### config.mk
export PLATFORM = sky130hd
export DESIGN_NAME = ofs_port
export DESIGN_NICKNAME = d
export VERILOG_FILES = /design/src/rtl/ofs_pkg.sv /design/src/rtl/ofs_sync.sv /design/src/rtl/ofs_frame.sv /design/src/rtl/ofs_shift.sv /design/src/rtl/ofs_port.sv
export SDC_FILE = /design/constraint.sdc
export NUM_CORES = 1
export LEC_CHECK = 0
export BUFFER_PORTS_ARGS = -buffer_cell sky130_fd_sc_hd__clkbuf_2
export CAP_MARGIN = 10
export CORE_ASPECT_RATIO = 0.7
export CORE_UTILIZATION = 50
export CTS_CLUSTER_SIZE = 14
export DETAILED_ROUTE_END_ITERATION = 8
export PLACE_DENSITY = 0.69
export REMOVE_ABC_BUFFERS = 1
export SYNTH_ARGS = -nofsm -noshare
export SYNTH_HDL_FRONTEND = slang
export SYNTH_SLANG_ARGS = --single-unit
### constraint.sdc
create_clock -name clk -period 4 [get_ports clk]
set_input_delay 1.2 -clock clk [delete_from_list [all_inputs] [get_ports clk]]
set_output_delay 1.2 -clock clk [all_outputs]
set_load 0.03 [all_outputs]
### src/rtl/ofs_pkg.sv
package ofs_pkg;

  typedef enum logic [1:0] {
    SH_EMPTY = 2'd0,
    SH_ARMED = 2'd1,
    SH_SHIFT = 2'd2,
    SH_TAIL  = 2'd3
  } sh_state_t;

  // clock cycles in one conversion period
  function automatic int conv_clk_cycles(input int base_cycles, input int half_clks);
    return base_cycles * 2 * half_clks;
  endfunction

  // phase (cycles after a load) at which an unread word is withdrawn
  function automatic int withdraw_point(input int conv_clks, input int guard_base,
                                        input int half_clks);
    return conv_clks - guard_base * 2 * half_clks;
  endfunction

endpackage

### src/rtl/ofs_sync.sv
module ofs_sync #(
  parameter int W = 2,
  parameter logic [W-1:0] RST_VAL = '1
) (
  input  logic         clk,
  input  logic         rst_n,
  input  logic [W-1:0] d_in,
  output logic [W-1:0] q_out
);
  logic [W-1:0] meta;

  always_ff @(posedge clk or negedge rst_n) begin
    if (!rst_n) begin
      meta  <= RST_VAL;
      q_out <= RST_VAL;
    end else begin
      meta  <= d_in;
      q_out <= meta;
    end
  end
endmodule

### src/rtl/ofs_frame.sv
module ofs_frame #(
  parameter int CONV_CYC    = 6624,
  parameter int SETTLE_CYC  = 13248,
  parameter int WITHDRAW_AT = 6616
) (
  input  logic clk,
  input  logic rst_n,
  input  logic sel,
  input  logic res_valid,
  input  logic busy,
  output logic load,
  output logic stale,
  output logic settled
);
  localparam int SW = $clog2(SETTLE_CYC + 1);
  localparam int PW = $clog2(CONV_CYC + 1);
  localparam logic [SW-1:0] SETTLE_V = SW'(SETTLE_CYC);
  localparam logic [PW-1:0] CONV_V   = PW'(CONV_CYC);
  localparam logic [PW-1:0] WD_V     = PW'(WITHDRAW_AT);

  logic [SW-1:0] since_sel;
  logic [PW-1:0] phase;

  assign settled = (since_sel == SETTLE_V);
  assign load    = sel & settled & res_valid & ~busy;
  assign stale   = sel & (phase == WD_V);

  // settle counter: cycles since chip select became active, saturating
  always_ff @(posedge clk or negedge rst_n) begin
    if (!rst_n)               since_sel <= '0;
    else if (!sel)            since_sel <= '0;
    else if (!settled)        since_sel <= since_sel + 1'b1;
  end

  // phase within the conversion period, restarted by each accepted load
  always_ff @(posedge clk or negedge rst_n) begin
    if (!rst_n)               phase <= '0;
    else if (!sel || load)    phase <= '0;
    else if (phase != CONV_V) phase <= phase + 1'b1;
  end


  drop_busy_chk: assert property (@(posedge clk) disable iff (!rst_n)
    (res_valid && busy) |-> !load);
endmodule

### src/rtl/ofs_shift.sv
module ofs_shift
  import ofs_pkg::*;
#(
  parameter int WORD_W    = 24,
  parameter int BASE_HALF = 2
) (
  input  logic              clk,
  input  logic              rst_n,
  input  logic              sel,
  input  logic              mode_slave,
  input  logic              load,
  input  logic [WORD_W-1:0] word,
  input  logic              stale,
  input  logic              sclk_rise,
  input  logic              sclk_fall,
  output logic              dout,
  output logic              sclk_drv,
  output logic              busy,
  output logic              armed
);
  localparam int HW = $clog2(BASE_HALF + 1);
  localparam int CW = $clog2(WORD_W + 1);
  localparam logic [HW-1:0] HALF_M1 = HW'(BASE_HALF - 1);
  localparam logic [CW-1:0] LAST_V  = CW'(WORD_W - 1);

  sh_state_t          state;
  logic [WORD_W-1:0]  shreg;
  logic [CW-1:0]      cnt;
  logic [HW-1:0]      hcnt;
  logic               half_done;

  assign busy      = (state == SH_SHIFT) || (state == SH_TAIL);
  assign armed     = (state == SH_ARMED);
  assign half_done = (hcnt == HALF_M1);

  always_ff @(posedge clk or negedge rst_n) begin
    if (!rst_n) begin
      state <= SH_EMPTY; shreg <= '0; cnt <= '0; hcnt <= '0;
      dout <= 1'b1; sclk_drv <= 1'b1;
    end else if (!sel) begin
      state <= SH_EMPTY; cnt <= '0; hcnt <= '0;
      dout <= 1'b1; sclk_drv <= 1'b1;
    end else if (load) begin
      state <= SH_ARMED; shreg <= word; cnt <= '0; hcnt <= '0;
      dout <= 1'b0; sclk_drv <= 1'b1;
    end else begin
      case (state)
        SH_ARMED: begin
          if (stale) begin
            state <= SH_EMPTY; dout <= 1'b1;
          end else if (mode_slave) begin
            if (sclk_fall) begin
              dout <= shreg[WORD_W-1]; shreg <= {shreg[WORD_W-2:0], 1'b0};
              state <= SH_SHIFT;
            end
          end else if (half_done) begin
            hcnt <= '0; sclk_drv <= 1'b0;
            dout <= shreg[WORD_W-1]; shreg <= {shreg[WORD_W-2:0], 1'b0};
            state <= SH_SHIFT;
          end else begin
            hcnt <= hcnt + 1'b1;
          end
        end
        SH_SHIFT: begin
          if (mode_slave) begin
            if (sclk_fall) begin
              dout <= shreg[WORD_W-1]; shreg <= {shreg[WORD_W-2:0], 1'b0};
            end else if (sclk_rise) begin
              if (cnt == LAST_V) begin
                cnt <= '0; dout <= 1'b1; state <= SH_EMPTY;
              end else begin
                cnt <= cnt + 1'b1;
              end
            end
          end else if (half_done) begin
            hcnt <= '0;
            if (!sclk_drv) begin
              sclk_drv <= 1'b1;
              if (cnt == LAST_V) begin
                cnt <= '0; state <= SH_TAIL;
              end else begin
                cnt <= cnt + 1'b1;
              end
            end else begin
              sclk_drv <= 1'b0;
              dout <= shreg[WORD_W-1]; shreg <= {shreg[WORD_W-2:0], 1'b0};
            end
          end else begin
            hcnt <= hcnt + 1'b1;
          end
        end
        SH_TAIL: begin
          if (half_done) begin
            hcnt <= '0; dout <= 1'b1; state <= SH_EMPTY;
          end else begin
            hcnt <= hcnt + 1'b1;
          end
        end
        default: ;
      endcase
    end
  end


  slave_no_drive_chk: assert property (@(posedge clk) disable iff (!rst_n)
    mode_slave |-> sclk_drv);

  abort_release_chk: assert property (@(posedge clk) disable iff (!rst_n)
    !sel |=> (dout && !busy));

  no_load_busy_chk: assert property (@(posedge clk) disable iff (!rst_n)
    load |-> !busy);

  withdraw_chk: assert property (@(posedge clk) disable iff (!rst_n)
    (stale && armed && !load) |=> dout);

  bit_count_chk: assert property (@(posedge clk) disable iff (!rst_n)
    cnt <= LAST_V);
endmodule

### src/rtl/ofs_port.sv
module ofs_port #(
  parameter int WORD_W     = 24,
  parameter int BASE_HALF  = 2,
  parameter int CONV_BASE  = 1656,
  parameter int GUARD_BASE = 2
) (
  input  logic              clk,
  input  logic              rst_n,
  input  logic              cs_n,
  input  logic              mode_pin,
  input  logic              sclk_in,
  input  logic              res_valid,
  input  logic [WORD_W-1:0] res_word,
  output logic              sclk_out,
  output logic              sclk_oe,
  output logic              dout_rdy,
  output logic              dout_oe
);
  localparam int CONV_CYC    = ofs_pkg::conv_clk_cycles(CONV_BASE, BASE_HALF);
  localparam int SETTLE_CYC  = 2 * CONV_CYC;
  localparam int WITHDRAW_AT = ofs_pkg::withdraw_point(CONV_CYC, GUARD_BASE, BASE_HALF);

  logic [1:0] sync_q;
  logic       sel, sclk_s, sclk_prev, sclk_rise, sclk_fall;
  logic       mode_q, load, stale, settled, busy, armed, dout_q, sclk_drv;

  ofs_sync #(.W(2), .RST_VAL(2'b11)) u_sync (
    .clk(clk), .rst_n(rst_n), .d_in({cs_n, sclk_in}), .q_out(sync_q)
  );

  assign sel       = ~sync_q[1];
  assign sclk_s    = sync_q[0];
  assign sclk_rise = sclk_s & ~sclk_prev;
  assign sclk_fall = ~sclk_s & sclk_prev;

  always_ff @(posedge clk or negedge rst_n) begin
    if (!rst_n) begin
      sclk_prev <= 1'b1;
      mode_q    <= 1'b0;
    end else begin
      sclk_prev <= sclk_s;
      if (!sel) mode_q <= mode_pin;
    end
  end

  ofs_frame #(
    .CONV_CYC(CONV_CYC), .SETTLE_CYC(SETTLE_CYC), .WITHDRAW_AT(WITHDRAW_AT)
  ) u_frame (
    .clk(clk), .rst_n(rst_n), .sel(sel), .res_valid(res_valid), .busy(busy),
    .load(load), .stale(stale), .settled(settled)
  );

  ofs_shift #(.WORD_W(WORD_W), .BASE_HALF(BASE_HALF)) u_shift (
    .clk(clk), .rst_n(rst_n), .sel(sel), .mode_slave(mode_q), .load(load),
    .word(res_word), .stale(stale), .sclk_rise(sclk_rise), .sclk_fall(sclk_fall),
    .dout(dout_q), .sclk_drv(sclk_drv), .busy(busy), .armed(armed)
  );

  assign dout_rdy = dout_q;
  assign dout_oe  = sel;
  assign sclk_out = sclk_drv;
  assign sclk_oe  = sel & ~mode_q;


  settle_chk: assert property (@(posedge clk) disable iff (!rst_n)
    (sel && $fell(dout_q)) |-> settled);

  mode_hold_chk: assert property (@(posedge clk) disable iff (!rst_n)
    ($past(sel) && sel) |-> $stable(mode_q));
endmodule

Word-level counts from Yosys, hierarchy flattened
Cells that the tools add are included.
{"block": "classes", "muxes": 66, "n_eq_ne": 32, "reduce_logical": 14, "addsub": 4, "n_bitwise": 12}
{"cell": "two-way mux 24 bit", "n": 8}
{"cell": "one-hot mux 24 bit (2 select lines)", "n": 1}
{"cell": "two-way mux 5 bit", "n": 9}
{"cell": "two-way mux 2 bit", "n": 19}
{"cell": "two-way mux 14 bit", "n": 2}
{"cell": "two-way mux 13 bit", "n": 2}
{"cell": "two-way mux 1 bit", "n": 21}
{"cell": "!= test 4 x 2 -> 1 bit, second input constant", "n": 5}
{"cell": "!= test 4 x 3 -> 1 bit, second input constant", "n": 4}
{"cell": "!= test 5 bit, second input constant", "n": 3}
{"cell": "adder 14 x 1 -> 14 bit, second input constant", "n": 1}
{"cell": "== test 14 bit, second input constant", "n": 1}
{"cell": "adder 13 x 1 -> 13 bit, second input constant", "n": 1}
{"cell": "== test 13 bit, second input constant", "n": 1}
{"cell": "!= test 13 bit, second input constant", "n": 1}
{"cell": "!= test 4 bit, second input constant", "n": 3}
{"cell": "!= test 6 bit, second input constant", "n": 2}
{"cell": "one-hot mux 2 bit (3 select lines)", "n": 2}
{"cell": "AND reduction 6 bit", "n": 2}
{"cell": "!= test 5 x 4 -> 1 bit, second input constant", "n": 2}
{"cell": "AND reduction 9 bit", "n": 1}
{"cell": "AND reduction 8 bit", "n": 1}
{"cell": "nonzero test 4 bit", "n": 2}
{"cell": "AND 1 bit", "n": 7}
{"cell": "other kinds (19)", "n": 27}
{"block": "word_totals", "register_bits": 68, "output_inout_bits": 4}

Longest topological paths before layout
Gate-level depths: netlist (run 1).
{"block": "depth", "depth_word": 8, "ltp_mapped": 9, "mapped_depth_nobuf": 7}

By module
A second synthesis (run 1) with hierarchy kept.
{"block": "unflattened", "cells_unflattened": 358, "area_unflattened_um2": 3482.1}
{"module": "ofs_shift", "n_inst": 1, "cells_per_inst": 196, "area_each_um2": 1840.5}
{"module": "ofs_frame", "n_inst": 1, "cells_per_inst": 151, "area_each_um2": 1450.1}
{"module": "ofs_sync", "n_inst": 1, "cells_per_inst": 4, "area_each_um2": 105.1}
{"module": "ofs_port", "n_inst": 1, "cells_per_inst": 7, "area_each_um2": 86.3}

Worst setup path after synthesis (run 1)
OpenSTA, ideal clock, no wires.
{"block": "synth_path", "kind": "input to register", "startpoint": "in res_valid", "endpoint": "reg u_shift.shreg[13]", "path_stages": 6, "setup_slack_ps": 1343, "arrival_time_ps": 2532, "setup_ps": 125, "required_ps": 3875, "path_cell_list": "nand2b_1 -> nor4_1 -> a41o_1 -> buf_6 -> buf_6 -> mux2_2"}
{"block": "synth_via", "elab_chain_cells": 4}
{"item": "from (decl)", "line": "ofs_port.sv:12", "source": "input logic res_valid,"}
{"item": "AND 1 bit * (2 in series)", "line": "ofs_frame.sv:25", "source": "assign load = sel & settled & res_valid & ~busy;"}
{"item": "!= test 4 x 3 -> 1 bit (no line), or another cell as far along"}
{"item": "AND reduction 6 bit (no line)"}
{"item": "to (signal assigned)", "line": "ofs_shift.sv:53", "source": "dout <= shreg[WORD_W-1]; shreg <= {shreg[WORD_W-2:0], 1'b0};"}
{"item": "to (signal assigned)", "line": "ofs_shift.sv:58", "source": "dout <= shreg[WORD_W-1]; shreg <= {shreg[WORD_W-2:0], 1'b0};"}
{"item": "to (signal assigned)", "line": "ofs_shift.sv:67", "source": "dout <= shreg[WORD_W-1]; shreg <= {shreg[WORD_W-2:0], 1'b0};"}
{"item": "to (decl)", "line": "ofs_shift.sv:27", "source": "logic [WORD_W-1:0] shreg;"}
Every way passes the cells marked *; elsewhere a longest branch is shown, timed or not.
A chain may end at the register's enable or synchronous reset.

Worst setup path in the final report (run 1)
{"block": "layout_path", "startpoint": "reg u_sync.q_out[1]", "endpoint": "out dout_oe"}
{"block": "layout_via", "elab_chain_cells": 1}
{"item": "from (decl)", "line": "ofs_sync.sv:8", "source": "output logic [W-1:0] q_out"}
{"item": "from (signal assigned)", "line": "ofs_sync.sv:18", "source": "q_out <= meta;"}
{"item": "NOT 1 bit (no line)"}
{"item": "to (decl)", "line": "ofs_port.sv:17", "source": "output logic dout_oe"}
Every way passes these cells.

==> results.tsv, run 1 <==
metric	value	unit
Synth warnings	0	
critical path's slowest cell	dfstp_2	
largest family of logic cells by synthesized area	multiplexers	
register area share after synthesis	44.7	%
vias per cell	5.25	
H-tree depth	3	
asr flop ratio synth	100	%
CP endpoint kind	output port	
number of buffers created by CTS	9	
Area growth, synth to finish	11.2	%
f_max	0.359	GHz
setup violators final	0	
switching power	0.537	mW
most common cell in the netlist	dfrtp_1	
final hold vios	0	
Ports	34	
setup bufs post-CTS	0	
total global routing track utilization	18.6	%
CP startpoint kind	register	
Wirelength per Cell	14.3	um
Root Buffer Master	clkbuf_8	
largest net degree at the start of global routing	51	
vias	2517	
clock sinks	68	
min-delay worst type	register to register	
area leader, netlist	dfrtp_1	
Bufs on Longest Clock Path	2	
Net Sw Frac	28.8	%
P_leak	2.02	nW
Port-buffer cells	33	
Period minus WS final	2790	ps
RSZ-0062 raised after global routing	no	
worst path bufs/invs	2	
post-CTS sizing	0	
CP required	2800	ps
synthesized flop and latch total	68	
Pwr per Cell Area	439	nW/um2
Final nets	416	
P_int	1.33	mW
mux cell area share after synthesis	18.7	%
CTS tree	yes	
outcome	complete, no violations	
GPL Wtd Cong	0.811	
Clock Power Share	30.5	%
worst vdd ir	0.240	mV
global route total overflow	0	
Compound-Gate Fraction of Synth Area	6.12	%
Max stage delay on crit path	820	ps
Slew Limit Headroom	56.6	%
Die Y	75.2	um
CP cell instances	inv_1 > clkbuf_2	
Detailed Route WL	6860	um
FF-to-FF Start	u_frame.since_sel[0]	
number of flops mapped to enable cells by yosys	0	
Setup TNS	0	ps
crit-path max FO	26	
worst skew pair latency	350	ps
adder-cell share of the synthesized area	3.27	%
Post-route DRC	0	
Primary FF master, synth	dfrtp_1	
Iteration-0 DRC Markers	128	
vias in the first global route	2352	
final antenna-violating net count	0	
FF-to-FF setup slack	1470	ps
simple-gate share of the synthesized area	17.4	%
antenna violations before repair	0	
Synth Instances	340	
row count	26	
CP Capture Point	dout_oe	
CTS clk-pin slew, worst paths	70	ps
synth top area cells	dfrtp_1, mux2_4, dfstp_2	
die area	8010	um2
# hold bufs at CTS	0	
top cell family by delay on the critical path	flip-flops	
Synth top cells by count	dfrtp_1, nor2_1, mux2_4	
first-pass GRT wire length	11400	um
DR pass1 iterations	4	
Slew Limit Fails	0	
layout cells sized above 1	32.0	%
Tcrit/Tclk final	69.7	%
HPWL after detailed placement	4830	um
Filler Cell Count	658	
worst r2r dst	u_shift.shreg[17]	
Die W	107	um
unique cell type count in the Yosys netlist	54	
Worst Skew	13.0	ps
top-area cell type share of the netlist area	39.9	%
syn avg cell area	11.3	um2
Logic pwr share	23.3	%
Synth Area in XOR/XNOR	5.26	%
Critical Path AT	1590	ps
setup ws final	1210	ps
pre-CTS WS	1200	ps
Crit path depth	2	
sequential share of power	46.1	%
Worst-Margin Slew	645	ps
synthesized area	3830	um2
r2r worst-path depth	7	
Critical Path Source	u_sync.q_out[1]	
Starting Density	52.0	%
number of max-cap violations	0	
Core Area	7350	um2
Antenna Cells	0	
CP Class	register to output port	
worst register-to-register path, stage by stage (launching register included):
cell and delay [ps]:
dfrtp_1 410, inv_1 100, ha_1 150, and4bb_1 260
nand4_4 130, or4_4 720, mux2_4 400, mux2_4 260
worst min path at each step:
stage,end,depth (start not counted),startpoint
6_report,u_sync.q_out[1],0,u_sync.meta[1]
5_1_grt,u_sync.q_out[1],0,u_sync.meta[1]
4_1_cts,u_sync.q_out[1],0,u_sync.meta[1]
3_5_place_dp,u_sync.q_out[1],0,u_sync.meta[1]
3_3_place_gp,u_sync.q_out[1],0,u_sync.meta[1]
2_1_floorplan,u_sync.q_out[0],0,u_sync.meta[0]
cell type report:
cell class / count / area (um2) / area share, %
clock buffer: 9 / 124 / 2.91
clock inverter: 7 / 76.3 / 1.79
inverter: 16 / 60.1 / 1.41
multi-input combinational: 243 / 1940 / 45.7
sequential: 68 / 1710 / 40.2
tap: 98 / 123 / 2.88
timing repair buffer: 38 / 215 / 5.06
kinds of logic (layout without fill, tap and decap cells):
group / count (synthesis) / after routing
XOR/XNOR: 23 / 23
buffers and inverters: 29 / 70
adder cells (fa/ha/maj): 10 / 10
AND/OR/NAND/NOR: 120 / 120
flip-flops: 68 / 68
multiplexers: 52 / 52
AO/OA/AOI/OAI: 38 / 38
registers in the layout (all words and copies together), names as in the netlist, 2 cells and up:
register           flops
u_shift.cnt            5
u_sync.meta            2
u_sync.q_out           2
u_shift.state          2
u_frame.since_sel     14
u_frame.phase         13
u_shift.shreg         24
u_shift.hcnt           2
per-stage QoR:
stage / cells / total power [mW] / cell area (um2) / utilization, % / hold slack (ps)
final: 479 / 1.87 / 4250 / 57.8 / 356
after global routing: 479 / 1.96 / 4250 / 57.8 / 365
after CTS: 478 / 1.88 / 4230 / 57.6 / 358
after detailed placement: 462 / 1.31 / 4030 / 54.9 / 347
after global placement: 462 / 1.29 / 4030 / 54.9 / 346
after floorplan: 327 / 1.20 / 3710 / - / 345
layout by cell type, fill, tap and decap left out, types with 3 or more instances in the layout:
cell type and count:
and3_1 3, nand3_1 11, nor3_1 4, inv_1 16
dfrtp_1 61, nand2_1 23, xnor2_1 9, nor4_1 6
ha_1 10, mux2i_1 3, buf_4 4, mux2_2 13
clkbuf_2 32, dfstp_2 7, clkbuf_8 9, xor2_1 14
mux2_4 36, a21oi_1 12, nor2_1 39, o21ai_0 10
nand2b_1 9
metal layers:
| metal | part of all wire [%] | up-vias | track usage [%] | wire length, um |
|---|---|---|---|---|
| met2 | 44 | 39 | 28.1 | 3020 |
| met3 | 3.1 | 10 | 5.19 | 215 |
| met4 | 1.1 | 0 | 5.94 | 75 |
| met1 | 52 | 1214 | 26.2 | 3550 |
| li1 | - | 1254 | - | - |
| met5 | 0 | - | 0 | 0 |
power groups by stage:
stage | clock network (mW) | logic, mW | registers [mW]
after floorplan | 0 | 0.325 | 0.871
after global placement | 0 | 0.418 | 0.868
after detailed placement | 0 | 0.437 | 0.872
after CTS | 0.584 | 0.437 | 0.861
after global routing | 0.611 | 0.479 | 0.874
final | 0.570 | 0.435 | 0.861
Note: power is estimated with default switching activity, not from simulation.
==> run 2, diff against run 1 <==
--- a/config.mk
+++ b/config.mk
@@ -5,13 +5,14 @@
 export SDC_FILE = /design/constraint.sdc
 export NUM_CORES = 1
 export LEC_CHECK = 0
+export ABC_AREA = 1
 export BUFFER_PORTS_ARGS = -buffer_cell sky130_fd_sc_hd__clkbuf_2
 export CAP_MARGIN = 10
 export CORE_ASPECT_RATIO = 0.7
 export CORE_UTILIZATION = 50
 export CTS_CLUSTER_SIZE = 14
 export DETAILED_ROUTE_END_ITERATION = 8
-export PLACE_DENSITY = 0.69
+export PLACE_DENSITY = 0.72
 export REMOVE_ABC_BUFFERS = 1
 export SYNTH_ARGS = -nofsm -noshare
 export SYNTH_HDL_FRONTEND = slang
==> constraint.sdc (replaced) <==
create_clock -name clk -period 2.4 [get_ports clk]
set_input_delay 0.72 -clock clk [delete_from_list [all_inputs] [get_ports clk]]
set_output_delay 0.72 -clock clk [all_outputs]
set_load 0.03 [all_outputs]
==> run 2 against run 1 <==
Clock skew down 3.1 ps. Clock power up 91%. Synthesized cell count up 34%. Die area down 2.1%. Register-to-register slack worse by 1200 ps. Critical endpoint unchanged.
==> results.tsv, run 2 <==
metric	value	unit	change
outcome	complete, no violations		
Slew Limit Fails	0		unchanged
Setup TNS	0	ps	unchanged
CP cell instances	clkinv_1 > clkbuf_2		
syn avg cell area	8.25	um2	-27%
Synth Instances	454		+34%
top cell family by delay on the critical path	buffers and inverters		
Pwr per Cell Area	712	nW/um2	+62%
f_max	0.452	GHz	
Iteration-0 DRC Markers	290		+130%
min-delay worst type	register to register		
most common cell after layout, fill and taps aside	nand2_1		
# hold bufs at CTS	0		unchanged
Final nets	531		+28%
r2r worst-path depth	9		+2
Primary FF master, synth	dfrtp_1		
Hold Path Stages	0		unchanged
CP Class	register to output port		
DR pass1 iterations	5		+1
worst skew pair latency	350	ps	about the same
multi-input logic area	1750	um2	-10%
Antenna Cells	0		unchanged
HP Start	u_sync.meta[0]		
setup ws final	185	ps	-1030 ps
CP required	1680	ps	-1120 ps
Worst-Margin Slew	399	ps	-246 ps
crit-path max FO	10		-62%
vias	3139		+25%
Worst Skew	9.93	ps	-3.11 ps
CP startpoint kind	register		
synthesized area	3740	um2	-2.1%
Crit path depth	2		unchanged
Top Registers	u_shift.shreg (24), u_frame.since_sel (14), u_frame.phase (13)		
row count	25		-3.8%
Post-route DRC	0		unchanged
most common cell in the netlist	nand2_1		
CTS clk-pin slew, worst paths	80	ps	about the same
critical path's slowest cell	dfstp_2		
Slew Limit Headroom	73.4	%	+17 points
Die W	105	um	-1.0%
area leader, netlist	dfrtp_1		
final hold vios	0		unchanged
vias per cell	5.32		+1.2%
final antenna-violating net count	0		unchanged
FF-to-FF Start	u_shift.state[0]		
share of the core filled with cells	60.4	%	+2.6 points
Detailed Route WL	7990	um	+16%
Ports	34		unchanged
Root Buffer Master	clkbuf_8		
Die Y	74.4	um	-1.0%
Synth warnings	0		unchanged
CP endpoint kind	output port		
Largest register FFs	24		unchanged
setup violators final	0		unchanged
synth top area cells	dfrtp_1, nand2_1, dfstp_2		
number of max-cap violations	0		unchanged
most frequent cells in the layout	nand2_1, dfrtp_1, inv_1		
top-area cell type share of the netlist area	40.8	%	+0.87 points
GPL Wtd Cong	0.839		+3.5%
register area share after synthesis	45.7	%	+0.97 points
unique cell type count in the Yosys netlist	43		-20%
Starting Density	53.4	%	+1.4 points
antenna violations before repair	0		unchanged
layout cells sized above 1	19.6	%	-12 points
number of flops mapped to enable cells by yosys	0		unchanged
pre-CTS WS	173	ps	-1030 ps
worst path bufs/invs	2		unchanged
number of buffers created by CTS	9		unchanged
Area growth, synth to finish	13.0	%	
worst vdd ir	0.440	mV	+83%
die area	7850	um2	-2.1%
total global routing track utilization	21.4	%	+2.8 points
asr flop ratio synth	100	%	unchanged
Sequential Area	1710	um2	unchanged
Wirelength per Cell	13.5	um	-5.5%
RSZ-0062 raised after global routing	no		
largest net degree at the start of global routing	69		+35%
global route total overflow	0		unchanged
Synth top cells by count	nand2_1, dfrtp_1, inv_1		
Port-buffer cells	33		unchanged
Critical Path Source	u_sync.q_out[1]		
H-tree depth	3		unchanged
Critical Path AT	1490	ps	-100 ps
vias in the first global route	2797		+19%
first-pass GRT wire length	13200	um	+16%
Filler Cell Count	627		-4.7%
Core Area	7010	um2	-4.7%
synthesized flop and latch total	68		unchanged
P_leak	2.00	nW	-0.97%
Bufs on Longest Clock Path	2		unchanged
Max stage delay on crit path	550	ps	-270 ps
Tcrit/Tclk final	92.3	%	
Top reg by flops	u_shift.shreg		
HPWL after detailed placement	5300	um	+9.6%
setup bufs post-CTS	0		unchanged
CTS tree	yes		
clock sinks	68		unchanged
Period minus WS final	2210	ps	
==> run 2: repair_timing <==
| action | 4_1_cts | 5_1_grt |
|---|---|---|
| setup endpoints to repair | 0 | 17 |
| endpoints found under the hold margin | 0 | 0 |
| resized for setup | 0 | 2 |
==> run 2: cell type report <==
type	count	area share [%]
inverters	50	4.46
well taps	94	2.78
repair buffers	39	5.56
clock inverters	5	1.98
flip-flops and latches	68	40.4
clock buffers	11	3.58
multi-input cells	323	41.2
==> run 2: worst paths after layout <==
| kind | end | slack, ps |
|---|---|---|
| hold / removal | u_sync.q_out[0] | 360 |
| setup / recovery | dout_oe | 190 |
| hold reg to reg | u_sync.q_out[0] | 360 |
| min in group asynchronous | u_frame.since_sel[1] | 380 |
| max in group asynchronous | sclk_prev | 1670 |
| setup reg to reg | u_shift.shreg[9] | 250 |
==> run 2: cell families after synthesis <==
kind of cell | count (synthesis) | synth area share (%)
simple gates | 211 | 26.1
compound gates | 92 | 14.5
flops | 68 | 45.7
buf+inv | 64 | 8.15
fa+ha+maj | 10 | 3.34
xor+xnor | 8 | 1.87
mux | 1 | 0.301
==> run 2: routing by layer <==
metal  track usage (%)  vias up  part of all wire (%)
li1                  -     1556                     -
met1              30.2     1467                    49
met2              33.0      105                    44
met3              5.00       11                   5.6
met4              7.04        0                   1.1
met5                 0        -                     0
==> run 2: metrics by stage <==
stage	total power [mW]	area, um2	hold slack [ps]	std cells
floorplan	1.72	3630	345	440
global placement	1.90	3980	347	573
detailed placement	1.92	3980	349	573
CTS	3.02	4220	360	589
global route	3.18	4230	367	590
finish	3.01	4230	359	590
==> run 2: power breakdown <==
group	total (mW)	switching [mW]	internal, mW
Combinational	0.627	0.416	0.211
Clock	1.09	0.451	0.643
Sequential	1.29	0.0658	1.23
Total	3.01	0.933	2.08
==> run 3, diff against run 2 <==
==> constraint.sdc (replaced) <==
create_clock -name clk -period 2.4 [get_ports clk]
set_input_delay 0.12 -clock clk [delete_from_list [all_inputs] [get_ports clk]]
set_output_delay 0.12 -clock clk [all_outputs]
set_load 0.03 [all_outputs]
==> run 3 against run 2 <==
Total power down 6.5%. Count of clock-buffer cells in the layout up 2. Cell area down 0.68%. Wire length down 7.3%. First-iteration DRC count down 20%. Combinational power down 1%. Largest power group unchanged. Critical path depth up 7. Hold slack worse by 330 ps. Global-route usage down 0.30 points.
==> results.tsv, run 3 (synthesized netlist as in run 2, its figures left out) <==
metric	value	unit	change
outcome	complete, no violations		
number of max-cap violations	0		unchanged
Detailed Route WL	7400	um	-7.3%
first-pass GRT wire length	13200	um	-0.15%
Port-buffer cells	33		unchanged
Die Y	74.4	um	unchanged
row count	25		unchanged
Clock Power Share	32.2	%	-4.1 points
Slew Limit Fails	0		unchanged
Critical Path AT	2450	ps	+960 ps
Ports	34		unchanged
Top Registers	u_shift.shreg (24), u_frame.since_sel (14), u_frame.phase (13)		
Iteration-0 DRC Markers	232		-20%
Critical Path Source	u_shift.state[0]		
CP startpoint kind	register		
min-delay worst type	input port to register		
CP cell instances	ha_1 > inv_1 > nand2_1 > nor3_2 > nand3_4 > buf_4 > inv_2 > o21ai_0 > o21ai_2		
CP required	2670	ps	+990 ps
Period minus WS final	2180	ps	-32.5 ps
layout cells sized above 1	18.5	%	-1.1 points
final hold vios	0		unchanged
global route total overflow	0		unchanged
Net Sw Frac	31.0	%	+0.060 points
largest net degree at the start of global routing	46		-33%
share of the core filled with cells	60.0	%	-0.41 points
Top reg by flops	u_shift.shreg		
vias	3054		-2.7%
Core Area	7010	um2	unchanged
clock sinks	68		unchanged
P_int	1.94	mW	-6.6%
DR pass1 iterations	4		-1
f_max	0.458	GHz	+1.5%
Starting Density	53.4	%	unchanged
sequential share of power	45.8	%	+2.9 points
Worst-Margin Slew	825	ps	+426 ps
vias per cell	5.16		-3.0%
H-tree depth	3		unchanged
Area growth, synth to finish	12.3	%	
P_leak	1.99	nW	-0.17%
RSZ-0062 raised after global routing	no		
CP Class	register to register		
top cell family by delay on the critical path	buffers and inverters		
antenna violations before repair	0		unchanged
Worst Skew	9.70	ps	-0.232 ps
critical path's slowest cell	dfrtp_1		
FF-to-FF Start	u_shift.state[0]		
CTS clk-pin slew, worst paths	70	ps	about the same
HP Start	mode_pin		
Max stage delay on crit path	410	ps	-140 ps
Non-Filler Instances	592		+0.34%
crit-path max FO	31		+21
number of buffers created by CTS	9		unchanged
worst path bufs/invs	3		+1
Antenna Cells	0		unchanged
GPL Wtd Cong	0.825		-1.7%
setup bufs post-CTS	0		unchanged
vias in the first global route	2903		+3.8%
Largest register FFs	24		unchanged
CP endpoint kind	register		
Pwr per Cell Area	670	nW/um2	-5.9%
HPWL after detailed placement	5430	um	+2.4%
setup violators final	0		unchanged
final antenna-violating net count	0		unchanged
Post-route DRC	0		unchanged
Slew Limit Headroom	44.5	%	-29 points
Wirelength per Cell	12.5	um	-7.6%
worst vdd ir	0.356	mV	-19%
most frequent cells in the layout	nand2_1, dfrtp_1, inv_1		
Bufs on Longest Clock Path	2		unchanged
Tcrit/Tclk final	90.9	%	-1.4 points
placed cells	573		unchanged
Final nets	534		+0.56%
Root Buffer Master	clkbuf_8		
switching power	0.874	mW	-6.3%
die area	7850	um2	unchanged
worst skew pair latency	340	ps	about the same
Logic pwr share	22.0	%	+1.2 points
CTS tree	yes		
total global routing track utilization	21.1	%	-0.30 points
Die W	105	um	unchanged
most common cell after layout, fill and taps aside	nand2_1		
run 3: repair_timing:
item                      in CTS  in global routing
resized for setup              0                  0
hold endpoints to repair      20                  0
hold buffers                   4                  0
run 3: path summary, 6_finish.rpt:
check | depth (start not counted) | slack [ps] | end
setup / recovery | 9 | 220 | u_shift.shreg[20]
hold / removal | 3 | 30 | mode_q
setup reg to reg | 9 | 220 | u_shift.shreg[20]
hold reg to reg | 0 | 360 | u_sync.q_out[0]
max in group asynchronous | 3 | 1420 | u_shift.dout
min in group asynchronous | 2 | 300 | u_frame.since_sel[0]
run 3: final cells by class:
cell class | instances | area, um2
flip-flops and latches | 68 | 1710
inverters | 50 | 188
clock inverters | 2 | 35.0
well taps | 94 | 118
clock buffers | 13 | 149
fillers | 653 | 2800
repair buffers | 43 | 275
multi-input cells | 322 | 1730
run 3: metal layers:
metal / global-route usage (%) / wire [um] / part of all wire (%) / vias up
li1: - / - / - / 1554
met1: 29.5 / 3840 / 52 / 1430
met2: 33.0 / 3190 / 43 / 59
met3: 5.08 / 282 / 3.8 / 11
met4: 6.26 / 85 / 1.1 / 0
met5: 0 / 0 / 0 / -
run 3: tightest hold or removal path, delay by kind of cell:
kind                   cells  cell delay (ps)
AND/OR/NAND/NOR            2              120
buffers and inverters      1               80
run 3: power by group through the flow:
| stage | Sequential (mW) | Clock (mW) | Combinational (mW) |
|---|---|---|---|
| 2_1_floorplan | 1.33 | 0 | 0.389 |
| 3_3_place_gp | 1.31 | 0 | 0.592 |
| 3_5_place_dp | 1.31 | 0 | 0.611 |
| 4_1_cts | 1.29 | 0.935 | 0.618 |
| 5_1_grt | 1.30 | 0.980 | 0.712 |
| 6_report | 1.29 | 0.907 | 0.621 |
run 3: through the flow:
stage                     power [mW]  hold WS, ps  setup WS (ps)  cell area [um2]  TNS [ps]
after floorplan                 1.72         -176          -67.0             3630     -1180
after global placement          1.90          144            220             3980         0
after detailed placement        1.92          150            222             3980         0
after CTS                       2.84         14.7            205             4200         0
after global routing            2.99         32.8           7.75             4200         0
final                           2.82         26.3            218             4200         0
